`config.mk`:
```
export PLATFORM = sky130hd
export DESIGN_NAME = halfword_rdbuf
export DESIGN_NICKNAME = d
export VERILOG_FILES = /design/src/rtl/halfword_rdbuf.sv
export SDC_FILE = /design/constraint.sdc
export NUM_CORES = 1
export LEC_CHECK = 0
export CAP_MARGIN = 20
export CORE_MARGIN = 3
export CORE_UTILIZATION = 35
export CTS_CLUSTER_DIAMETER = 40
export DETAILED_ROUTE_END_ITERATION = 10
export DONT_BUFFER_PORTS = 1
export GPL_TIMING_DRIVEN = 0
export HOLD_SLACK_MARGIN = 0.08
export PLACE_DENSITY = 0.56
export SYNTH_ARGS = -nofsm -noshare
export SYNTH_HDL_FRONTEND = slang
export SYNTH_SLANG_ARGS = --single-unit
```
`constraint.sdc`:
```
create_clock -name clk -period 2.1 [get_ports clk]
set_input_delay 0 -clock clk [delete_from_list [all_inputs] [get_ports clk]]
set_output_delay 0 -clock clk [all_outputs]
set_load 0.01 [all_outputs]
```
`src/rtl/halfword_rdbuf.sv`:
```
`timescale 1ns/1ps
module halfword_rdbuf #(
  parameter int WORD_W = 32,
  parameter int BUS_W  = 16
) (
  input  logic              clk,
  input  logic              rst_n,
  input  logic [WORD_W-1:0] word_in,
  input  logic              word_load,
  input  logic              rd_n,
  output logic [BUS_W-1:0]  dout,
  output logic              data_ready
);
  localparam int HI_LSB = WORD_W - BUS_W;

  logic [WORD_W-1:0] held;
  logic              upper;
  logic              rd_q;
  logic              rd_done;

  assign rd_done = rd_n & ~rd_q;
  assign dout    = upper ? held[WORD_W-1:HI_LSB] : held[BUS_W-1:0];

  always_ff @(posedge clk) begin
    if (!rst_n) begin
      held       <= '0;
      upper      <= 1'b0;
      rd_q       <= 1'b1;
      data_ready <= 1'b0;
    end else begin
      rd_q <= rd_n;
      if (word_load) begin
        held       <= word_in;
        upper      <= 1'b0;
        data_ready <= 1'b1;
      end else if (rd_done) begin
        upper <= ~upper;
        if (!upper) data_ready <= 1'b0;
      end
    end
  end

  assert_load_sets_ready_R2: assert property (@(posedge clk) disable iff (!rst_n)
    word_load |=> data_ready && dout == $past(word_in[BUS_W-1:0]));

  assert_first_read_clears_R3: assert property (@(posedge clk) disable iff (!rst_n)
    (rd_done && !word_load && !upper) |=> !data_ready && dout == held[WORD_W-1:HI_LSB]);

  assert_second_read_wraps_R4: assert property (@(posedge clk) disable iff (!rst_n)
    (rd_done && !word_load && upper) |=> $stable(data_ready) && dout == held[BUS_W-1:0]);

  assert_load_wins_R7: assert property (@(posedge clk) disable iff (!rst_n)
    (word_load && rd_done) |=> !upper && data_ready);

  assert_idle_stable_R8: assert property (@(posedge clk) disable iff (!rst_n)
    (!word_load && !rd_done) |=> $stable(dout) && $stable(data_ready));
endmodule

```
==> metrics <==
Inserted Diodes 0; Final setup viols 0; Fmax a little under 0.7 GHz; TritonRoute pass-1 iters 3; crit-path max FO 10; most common cell after layout, fill and taps aside dlygate4sd3_1; Routed WL per cell 15.15 um; Post-Syn Area 1509 um2; initial core utilization 36.93%; Setup TNS 0 ps; Worst Max-Slew Pin Slew 386.0 ps; status finished clean; leakage between 0.8 and 0.9 nW; hpwl dp 2306 um; core area 4086 um2; DRC 0; Final ANT Viol Nets 0; Rows 23; total global-route track usage between 10% and 20%; Setup Fix Bufs, Post-CTS 0; vias per inst ~4.6; Critical Path AT 1440 ps; most frequent cells in the layout dlygate4sd3_1 (36), dfxtp_1 (35), nor2b_1 (33); DR iter-0 viols 24; Port Buffers 0; Max transition margin 74.27%; placer congestion estimate 0.7274; Root Driver clkbuf_8; die height 71.66 um; Synth Instances 132; Layout area overhead 34.66%; Hold Slack about 130 ps; Die W 71.66 um; DIE AREA a little over 5000 um2; FF+latch count, synth 35; power per cell area 709.0 nW/um2; largest net degree at the start of global routing 11; sequential fraction of the synthesis area 46.43%; routed vias 1,047; Critical R2R Launch held[22]; Nets 211; Pins Over Slew Limit 0; CP Data Required Time 2100 ps; HP Class in -> reg; first-pass GRT wire length roughly 5700 um; Clock Skew 0.07033 ps; Core Util, Final between 40 and 50%; area of the multi-input gates approximately 750 um2; H-tree levels 2; CP Launch Type flip-flop; grt ovf 0; CTS buffer count 5; syn_area_per_cell between 10 and 15 um2; clock slew at reported path FFs about 60 ps; Tmin final 1438 ps; Seq. cell area ~700 um2; CP endpoint kind output pin; CTS tree yes; CP Launch Point upper; VDD IR max 0.0003471 V; crit path kind reg -> out; Max Cap Viol 0; syn_nets 168; WL final 3424 um; worst hold path startpoint rst_n; Hold Vio Cnt, Final 0; vias in the first global route roughly 1,100; Ys Warns 0; initial antenna violation count 0; count of cell types in the netlist 15; RSZ-0062 raised after global routing no; Final Cycle Share 68.46%; worst-skew pair later-pin latency around 280 ps; CTS max path bufs 2; Clock Sinks 35; share of layout cells above drive strength 1 17.61%; Ports between 50 and 60; # fillers 394
-- per-stage QoR --
stage	instance area, um2	power (W)	std cells	setup WS, ps
floorplan	1509	0.0008532	132	1014
global placement	1572	0.0008750	182	949.3
detailed placement	1572	0.0008810	182	945.7
CTS	2032	0.001461	226	623.4
global route	2032	0.001516	226	573.1
finish	2032	0.001441	226	662.3
-- power by group --
part           internal (W)  leakage [nW]  switching, W
clock              0.000299        0.0515      0.000221
combinational      0.000117         0.524     0.0000806
sequential         0.000703         0.289     0.0000195
-- kinds of logic after synthesis --
kind of cell / synth area share (%)
flip-flops: 46.43
buffers and inverters: 4.062
AND/OR/NAND/NOR: 15.09
multiplexers: 33.17
AO/OA/AOI/OAI: 1.243
-- worst max-delay path: stages, from the launching register on --
cell,delay (ps)
dfxtp_1,330
buf_6,140
buf_2,270
mux2_2,410
-- state kept, by name, summed over array words and instances (netlist names) --
register / flops
data_ready: 1
held: 32
rd_q: 1
upper: 1
-- metal layers --
layer,routed length [um],global-route usage (%),vias up,part of all wire [%]
li1,-,-,528,-
met1,1431,17.16,487,42
met2,1767,24.59,25,52
met3,177,4.769,7,5.2
met4,47,5.010,0,1.4
met5,0,0,-,0
-- final cells by class --
| type | instances | share of cell area [%] |
|---|---|---|
| multi-input combinational | 87 | 36.76 |
| sequential | 35 | 34.48 |
| timing repair buffer | 36 | 17.73 |
| clock buffer | 8 | 4.926 |
| tap | 50 | 3.079 |
| buffer | 9 | 2.833 |
| inverter | 1 | 0.1847 |
-- path summary, 6_finish.rpt --
kind	depth (start not counted)	endpoint	slack [ps]
setup / recovery	3	dout[3]	660
hold / removal	2	held[31]	130
setup reg to reg	3	held[22]	940
hold reg to reg	2	held[30]	520
-- cells in the mapped netlist (all sizes together) --
cell	instances	area (um2)
mux2i	32	320.3
nand2b	1	6.260
clkbuf	3	11.26
inv	1	3.750
dfxtp	35	700.7
nor2b	33	206.5
or3b	1	11.26
mux2	16	180.2
o21ai	1	5.000
nand2	1	3.750
buf	6	46.29
a21oi	2	13.76
-- timing repair --
item                       in CTS  in global routing
hold endpoints to repair       34                  0
hold buffers                   36                  0
resized for setup               0                  0
setup endpoints to repair       0                  0
No activity file was read; power rests on OpenSTA's default activity.
